## config.mk

```make
export PLATFORM = sky130hd
export DESIGN_NAME = mesif_ctrl
export DESIGN_NICKNAME = d
export VERILOG_FILES = /design/src/rtl/mesif_pkg.sv /design/src/rtl/mesif_req_ctrl.sv /design/src/rtl/mesif_snoop_unit.sv /design/src/rtl/mesif_line_bank.sv /design/src/rtl/mesif_ctrl.sv
export SDC_FILE = /design/constraint.sdc
export NUM_CORES = 1
export LEC_CHECK = 0
export CORE_MARGIN = 5
export CORE_UTILIZATION = 35
export CTS_CLUSTER_DIAMETER = 50
export DETAILED_ROUTE_END_ITERATION = 8
export PLACE_DENSITY_LB_ADDON = 0.12
export SETUP_SLACK_MARGIN = 0.02
export SKIP_LAST_GASP = 1
export SLEW_MARGIN = 15
export SYNTH_ARGS = -nofsm -noshare
export SYNTH_HDL_FRONTEND = slang
export SYNTH_SLANG_ARGS = --single-unit
```

## constraint.sdc

```tcl
create_clock -name clk_i -period 3.45 [get_ports clk_i]
set_clock_uncertainty 0.1 [all_clocks]
set_input_delay 0.69 -clock clk_i [delete_from_list [all_inputs] [get_ports clk_i]]
set_output_delay 0.69 -clock clk_i [all_outputs]
set_load 0.01 [all_outputs]
```

## src/rtl/mesif_pkg.sv

```systemverilog
package mesif_pkg;

  typedef enum logic [2:0] {
    ST_I = 3'd0,
    ST_S = 3'd1,
    ST_E = 3'd2,
    ST_M = 3'd3,
    ST_F = 3'd4
  } line_st_e;

  typedef enum logic [1:0] {
    OP_RD    = 2'd0,
    OP_WR    = 2'd1,
    OP_EVICT = 2'd2,
    OP_CLEAN = 2'd3
  } req_op_e;

  typedef enum logic [1:0] {
    MSG_RD  = 2'd0,
    MSG_RFO = 2'd1,
    MSG_WB  = 2'd2
  } msg_type_e;

  // state after the interconnect answers a pending transaction
  function automatic line_st_e resolve_rsp(req_op_e kind, line_st_e cur, logic shared);
    line_st_e r;
    unique case (kind)
      OP_RD:    r = shared ? ST_F : ST_E;
      OP_WR:    r = ST_M;
      OP_EVICT: r = ST_I;
      default:  r = (cur == ST_M) ? ST_E : cur;
    endcase
    return r;
  endfunction

  // snoop, then silent core update, then response: later stages win
  function automatic line_st_e line_next(
    line_st_e cur,
    logic     snp_hit, line_st_e snp_st,
    logic     req_hit, line_st_e req_st,
    logic     rsp_hit, req_op_e  kind, logic shared
  );
    line_st_e s;
    s = snp_hit ? snp_st : cur;
    if (req_hit) s = req_st;
    if (rsp_hit) s = resolve_rsp(kind, s, shared);
    return s;
  endfunction

endpackage

```

## src/rtl/mesif_req_ctrl.sv

```systemverilog
module mesif_req_ctrl
  import mesif_pkg::*;
(
  input  req_op_e   op_i,
  input  line_st_e  cur_i,
  output logic      need_msg_o,
  output msg_type_e msg_type_o,
  output line_st_e  hit_st_o
);

  always_comb begin
    need_msg_o = 1'b0;
    msg_type_o = MSG_RD;
    hit_st_o   = cur_i;
    unique case (op_i)
      OP_RD: begin
        if (cur_i == ST_I) begin
          need_msg_o = 1'b1;
          msg_type_o = MSG_RD;
        end
      end
      OP_WR: begin
        if (cur_i == ST_E || cur_i == ST_M) begin
          hit_st_o = ST_M;
        end else begin
          need_msg_o = 1'b1;
          msg_type_o = MSG_RFO;
        end
      end
      OP_EVICT: begin
        if (cur_i == ST_M) begin
          need_msg_o = 1'b1;
          msg_type_o = MSG_WB;
        end else begin
          hit_st_o = ST_I;
        end
      end
      default: begin
        if (cur_i == ST_M) begin
          need_msg_o = 1'b1;
          msg_type_o = MSG_WB;
        end
      end
    endcase
  end

endmodule

```

## src/rtl/mesif_snoop_unit.sv

```systemverilog
module mesif_snoop_unit
  import mesif_pkg::*;
(
  input  logic     clk_i,
  input  logic     rst_ni,
  input  logic     snp_valid_i,
  input  logic     snp_type_i,
  input  line_st_e cur_i,
  output line_st_e nxt_o,
  output logic     rsp_valid_o,
  output logic     hit_o,
  output logic     data_o
);

  logic hit_d, data_d;

  always_comb begin
    hit_d  = (cur_i != ST_I);
    data_d = 1'b0;
    nxt_o  = cur_i;
    if (snp_type_i) begin
      nxt_o  = ST_I;
      data_d = (cur_i == ST_M);
    end else begin
      unique case (cur_i)
        ST_M, ST_E, ST_F: begin
          nxt_o  = ST_S;
          data_d = 1'b1;
        end
        default: nxt_o = cur_i;
      endcase
    end
  end

  always_ff @(posedge clk_i or negedge rst_ni) begin
    if (!rst_ni) begin
      rsp_valid_o <= 1'b0;
      hit_o       <= 1'b0;
      data_o      <= 1'b0;
    end else begin
      rsp_valid_o <= snp_valid_i;
      hit_o       <= snp_valid_i & hit_d;
      data_o      <= snp_valid_i & data_d;
    end
  end

endmodule

```

## src/rtl/mesif_line_bank.sv

```systemverilog
module mesif_line_bank
  import mesif_pkg::*;
#(
  parameter int unsigned NUM_LINES = 8,
  parameter int unsigned LINE_W    = 3
) (
  input  logic              clk_i,
  input  logic              rst_ni,
  input  logic              snp_en_i,
  input  logic [LINE_W-1:0] snp_line_i,
  input  line_st_e          snp_st_i,
  input  logic              req_en_i,
  input  logic [LINE_W-1:0] req_line_i,
  input  logic              req_pend_i,
  input  line_st_e          req_st_i,
  input  req_op_e           req_op_i,
  input  logic              rsp_en_i,
  input  logic [LINE_W-1:0] rsp_line_i,
  input  logic              rsp_shared_i,
  output line_st_e          st_o   [NUM_LINES],
  output logic [NUM_LINES-1:0] pend_o,
  output logic              rsp_fire_o,
  output line_st_e          rsp_st_o
);

  line_st_e st_q   [NUM_LINES];
  line_st_e st_d   [NUM_LINES];
  req_op_e  kind_q [NUM_LINES];
  logic [NUM_LINES-1:0] pend_q, rsp_hit;

  for (genvar i = 0; i < NUM_LINES; i++) begin : g_line
    logic snp_sel, req_sel, rsp_sel;
    assign snp_sel    = snp_en_i && (snp_line_i == LINE_W'(i));
    assign req_sel    = req_en_i && (req_line_i == LINE_W'(i));
    assign rsp_sel    = rsp_en_i && (rsp_line_i == LINE_W'(i));
    assign rsp_hit[i] = rsp_sel && pend_q[i];
    assign st_d[i]    = line_next(st_q[i], snp_sel, snp_st_i,
                                  req_sel && !req_pend_i, req_st_i,
                                  rsp_hit[i], kind_q[i], rsp_shared_i);

    always_ff @(posedge clk_i or negedge rst_ni) begin
      if (!rst_ni) begin
        st_q[i]   <= ST_I;
        pend_q[i] <= 1'b0;
        kind_q[i] <= OP_RD;
      end else begin
        st_q[i] <= st_d[i];
        if (rsp_hit[i]) begin
          pend_q[i] <= 1'b0;
        end else if (req_sel && req_pend_i) begin
          pend_q[i] <= 1'b1;
          kind_q[i] <= req_op_i;
        end
      end
    end

    assign st_o[i] = st_q[i];
  end

  assign pend_o     = pend_q;
  assign rsp_fire_o = |rsp_hit;
  assign rsp_st_o   = st_d[rsp_line_i];

endmodule

```

## src/rtl/mesif_ctrl.sv

```systemverilog
module mesif_ctrl
  import mesif_pkg::*;
#(
  parameter  int unsigned NUM_LINES = 8,
  localparam int unsigned LINE_W    = (NUM_LINES > 1) ? $clog2(NUM_LINES) : 1
) (
  input  logic              clk_i,
  input  logic              rst_ni,
  input  logic              req_valid_i,
  input  logic [1:0]        req_op_i,
  input  logic [LINE_W-1:0] req_line_i,
  output logic              req_ready_o,
  output logic              done_valid_o,
  output logic [LINE_W-1:0] done_line_o,
  output logic [2:0]        done_state_o,
  output logic              msg_valid_o,
  output logic [1:0]        msg_type_o,
  output logic [LINE_W-1:0] msg_line_o,
  input  logic              msg_ready_i,
  input  logic              rsp_valid_i,
  input  logic [LINE_W-1:0] rsp_line_i,
  input  logic              rsp_shared_i,
  input  logic              snp_valid_i,
  input  logic              snp_type_i,
  input  logic [LINE_W-1:0] snp_line_i,
  output logic              snp_rsp_valid_o,
  output logic              snp_hit_o,
  output logic              snp_data_o
);

  line_st_e             st      [NUM_LINES];
  logic [NUM_LINES-1:0] pend;
  line_st_e             req_cur, snp_cur, snp_nxt, hit_st, rsp_st;
  msg_type_e            mtype;
  req_op_e              op;
  logic                 need_msg, blocked, fire, rsp_fire;

  assign op      = req_op_e'(req_op_i);
  assign req_cur = st[req_line_i];
  assign snp_cur = st[snp_line_i];

  mesif_req_ctrl u_req (
    .op_i       (op),
    .cur_i      (req_cur),
    .need_msg_o (need_msg),
    .msg_type_o (mtype),
    .hit_st_o   (hit_st)
  );

  mesif_snoop_unit u_snp (
    .clk_i       (clk_i),
    .rst_ni      (rst_ni),
    .snp_valid_i (snp_valid_i),
    .snp_type_i  (snp_type_i),
    .cur_i       (snp_cur),
    .nxt_o       (snp_nxt),
    .rsp_valid_o (snp_rsp_valid_o),
    .hit_o       (snp_hit_o),
    .data_o      (snp_data_o)
  );

  // snoops and responses own the bank this cycle; one transaction per line
  assign blocked = pend[req_line_i] || rsp_valid_i ||
                   (snp_valid_i && snp_line_i == req_line_i);

  assign req_ready_o = !blocked && (!need_msg || msg_ready_i);
  assign msg_valid_o = req_valid_i && !blocked && need_msg;
  assign msg_type_o  = mtype;
  assign msg_line_o  = req_line_i;
  assign fire        = req_valid_i && req_ready_o;

  mesif_line_bank #(
    .NUM_LINES (NUM_LINES),
    .LINE_W    (LINE_W)
  ) u_bank (
    .clk_i        (clk_i),
    .rst_ni       (rst_ni),
    .snp_en_i     (snp_valid_i),
    .snp_line_i   (snp_line_i),
    .snp_st_i     (snp_nxt),
    .req_en_i     (fire),
    .req_line_i   (req_line_i),
    .req_pend_i   (need_msg),
    .req_st_i     (hit_st),
    .req_op_i     (op),
    .rsp_en_i     (rsp_valid_i),
    .rsp_line_i   (rsp_line_i),
    .rsp_shared_i (rsp_shared_i),
    .st_o         (st),
    .pend_o       (pend),
    .rsp_fire_o   (rsp_fire),
    .rsp_st_o     (rsp_st)
  );

  always_ff @(posedge clk_i or negedge rst_ni) begin
    if (!rst_ni) begin
      done_valid_o <= 1'b0;
      done_line_o  <= '0;
      done_state_o <= ST_I;
    end else if (rsp_fire) begin
      done_valid_o <= 1'b1;
      done_line_o  <= rsp_line_i;
      done_state_o <= rsp_st;
    end else if (fire && !need_msg) begin
      done_valid_o <= 1'b1;
      done_line_o  <= req_line_i;
      done_state_o <= hit_st;
    end else begin
      done_valid_o <= 1'b0;
    end
  end

endmodule

```

==> results.py <==
metrics = {
    "logic_synthesis": {
        "ys_seq_elements": 58,
        "post_synth.cell_area_avg_sq_um": 8.90,
        "async_flop_share": 1.00,
        "ys.flop_type": "dfrtp_1",
        "synth_edf_count": 0,
        "synthCells": 505,
        "ys_warn_count": 0,
        "syn_nets": 527,
        "synth_seq_area_share": 0.323,
        "synth_area_sq_mm": 0.00449,
        "ys_types": 70,
    },
    "placed_design": {
        "place_inst": 850,
        "placement.io_buffers": 35,
        "place_area_sq_mm": 0.00615,
        "hpwl_mm": 15.0,
        "gp_congestion": 0.940,
    },
    "sta": {
        "hold_viol_final": 0,
        "layout_min_cycle_time_ps": 3620,
        "setup_viol": 4,
        "finalCritPeriodShare": 1.05,
        "slew_viol_final": 0,
        "max_freq_ghz": 0.276,
        "setup_slack_ps": -168,
        "slew_headroom": 0.516,
        "tns_ps": -500,
        "rsz0062_at_grt": "yes",
        "worstMarginPinSlew_ps": 716,
    },
    "floorplanning": {
        "rows": 41,
        "die_h_um": 123,
        "initial_core_util": 0.356,
        "core-area_sq_mm": 0.0126,
        "die_w_um": 123,
        "ios": 36,
        "dieArea_sq_mm": 0.0152,
    },
    "setup_path": {
        "cp.arrival_ps": 3720,
        "cp_max_fo": 6,
        "rr_startpoint": "u_bank.st_o[2]$_DFF_PN0_",
        "cp_common_cell": "nand2_4",
        "endpoint_kind": "register",
        "cp_slowest_cell": "mux4_2",
        "cpPeakStageDelay_ps": 520,
        "worstPathRequired_ps": 3550,
        "crit_chain": "buf_8, buf_12, mux4_2, mux2i_4, nand2_4, nand2_4, inv_6, buf_4, nor2_2, nand4_1, or3_1, a31o_2, nor3b_1, or4_1",
        "critPathLaunchType": "input port",
        "startpoint": "req_line_i[0]",
        "crit_type": "input port to register",
    },
    "finish": {
        "drive_gt1_frac": 0.395,
        "seqCellArea_sq_mm": 0.00145,
        "layout.nets": 738,
        "fillCellCount": 1201,
        "stdcell_count": 893,
        "antenna_cells": 0,
        "multiInputGateArea_sq_mm": 0.00307,
        "syn2layout_area_growth_pct": 54.8,
        "final_util": 0.551,
        "final_cell_area_sq_mm": 0.00696,
    },
    "run_status": {
        "status": "complete, but fails checks",
        "violations": "setup timing",
    },
    "detailed_routing": {
        "drtPass1Iterations": 5,
        "post_drt_wl_per_cell_um": 21.1,
        "ant_nets": 0,
        "finalWirelength_mm": 18.8,
        "vias": 4983,
        "remaining_drc_errors": 0,
        "via_per_inst": 5.58,
        "drtIter0Drc": 447,
    },
    "global_routing": {
        "grt_first_pass_wirelength_mm": 29.2,
        "grt_pass1_vias": 4862,
        "grt.total_usage": 0.260,
        "antenna_found_initial": 0,
        "grt_overflow_total": 0,
        "grt_max_degree": 28,
    },
    "clock_network": {
        "cts_buffers": 9,
        "cts.clk_slew.worst_paths_ps": 50,
        "cts_root_buf": "clkbuf_16",
        "cts_max_level": 3,
        "clockBufferDepth": 2,
        "insertion_delay_ps": 330,
        "cts.sink_count": 58,
        "cts_tree": "built",
        "cts_hold_buf": 0,
    },
    "power_and_ir_drop": {
        "p_per_area_mw_per_mm2": 540,
        "ir_drop_mv": 0.288,
        "leakagePower_nw": 3.16,
    },
    "hold_path": {
        "hold_class": "input port to async pin",
    },
    "run": {
        "cap_violations": 0,
    },
}
## cells by family (layout without fill, tap and decap cells)
group                    Yosys count  count (layout)  share of synthesized area
AO/OA/AOI/OAI                    120             120                      0.181
XOR/XNOR                          11              11                     0.0214
adder cells (fa/ha/maj)            3               3                    0.00835
buffers and inverters             42             258                     0.0443
flip-flops                        58              58                      0.323
multiplexers                      56              56                      0.174
AND/OR/NAND/NOR                  215             215                      0.248
## registers in the layout (all words and copies together), names as in the netlist
register / cells
done_line_o: 3
done_state_o: 3
done_valid_o: 1
u_bank.kind_q: 16
u_bank.pend_o: 8
u_bank.st_o: 24
u_snp.data_o: 1
u_snp.hit_o: 1
u_snp.rsp_valid_o: 1
## cell usage in the layout, fill, tap and decap left out, types with 3 or more instances in the layout
cell type | synthesis | routed
nand3_1 | 20 | 19
nor2b_1 | 11 | 10
a32oi_1 | 3 | 3
mux2_2 | 12 | 11
mux2i_1 | 25 | 21
o22ai_1 | 7 | 7
o211ai_1 | 5 | 5
o21ai_0 | 29 | 26
dlygate4sd2_1 | 0 | 5
nand4_1 | 14 | 14
inv_1 | 20 | 19
and3_1 | 8 | 8
mux4_2 | 14 | 14
or3_1 | 5 | 3
buf_4 | 4 | 176
or4_4 | 1 | 3
a31oi_1 | 4 | 4
or4_1 | 5 | 3
a221o_1 | 4 | 3
nand2_1 | 43 | 42
or2_2 | 3 | 3
and2_1 | 5 | 5
clkbuf_16 | 0 | 9
xnor2_1 | 11 | 11
o311ai_0 | 3 | 3
buf_2 | 3 | 3
a21oi_1 | 28 | 26
a22o_1 | 4 | 4
buf_6 | 3 | 7
nand2b_1 | 11 | 10
nor2_2 | 1 | 3
nor3_1 | 11 | 9
nor2_1 | 61 | 58
mux2i_4 | 2 | 5
clkdlybuf4s50_1 | 0 | 25
o21a_1 | 4 | 4
o21ai_1 | 2 | 5
dfrtp_1 | 58 | 58
## per-layer routing
metal | track usage | vias up | routed length [um]
met5 | 0 | - | 0
met4 | 0.120 | 0 | 753
met3 | 0.0421 | 45 | 1190
met2 | 0.408 | 223 | 8570
met1 | 0.353 | 2402 | 8300
li1 | - | 2313 | -
## area by class of cell
cell class,count,area share
clock buffers,12,0.0369
clock inverters,4,0.0106
inverters,22,0.0129
multi-input cells,405,0.442
flip-flops and latches,58,0.209
well taps,172,0.0309
repair buffers,220,0.258
## critical path, delay by kind of cell
kind	cells	cell delay (ps)
simple gates	7	1600
mux	2	780
buf+inv	4	370
compound gates	1	270
## per-stage QoR
| stage | worst slack [ps] | hold slack (ps) | total power [mW] |
|---|---|---|---|
| detailed placement | -976 | 398 | 2.61 |
| global route | -249 | 174 | 3.95 |
| global placement | -988 | 398 | 2.59 |
| floorplan | -230 | 294 | 1.78 |
| finish | -168 | 151 | 3.76 |
| CTS | -118 | 153 | 3.68 |
## power by group
part / internal, mW / switching, mW
Clock: 0.671 / 0.312
Combinational: 0.915 / 0.827
Sequential: 0.855 / 0.179
## synthesized netlist by cell type (5+ instances only)
library cell,n,share of area
nand3_1,20,0.022
and2_1,5,0.0070
xnor2_1,11,0.021
o211ai_1,5,0.0084
mux2i_1,25,0.056
a21oi_1,28,0.031
or3_1,5,0.0070
mux4_2,14,0.070
nand2_1,43,0.036
nor2_1,61,0.051
dfrtp_1,58,0.32
nand2b_1,11,0.015
o22ai_1,7,0.0097
clkbuf_1,8,0.0067
nand4_1,14,0.019
nor3_1,11,0.012
nor2b_1,11,0.015
mux2_2,12,0.030
or4_1,5,0.0084
and3_1,8,0.011
inv_1,20,0.017
o21ai_0,29,0.032
## what timing repair did
action,CTS,global route
setup buffers,18,7
resized for setup,50,31
pin swaps,13,21
endpoints found under the setup margin,37,9
cloned,3,0
## worst paths after layout
path | slack [ps] | to | depth (start not counted)
min in group clk_i | 420 | done_line_o[1]$_DFFE_PN0P_ | 2
hold reg to reg | 420 | done_line_o[1]$_DFFE_PN0P_ | 2
max in group asynchronous | 2390 | u_bank.st_o[3]$_DFF_PN0_ | 2
setup / recovery | -170 | done_state_o[0]$_DFFE_PN0P_ | 14
setup reg to reg | -40 | done_state_o[0]$_DFFE_PN0P_ | 12
hold / removal | 150 | u_bank.pend_o[2]$_DFFE_PN0P_ | 1
Power figures use the tool's default switching activity.
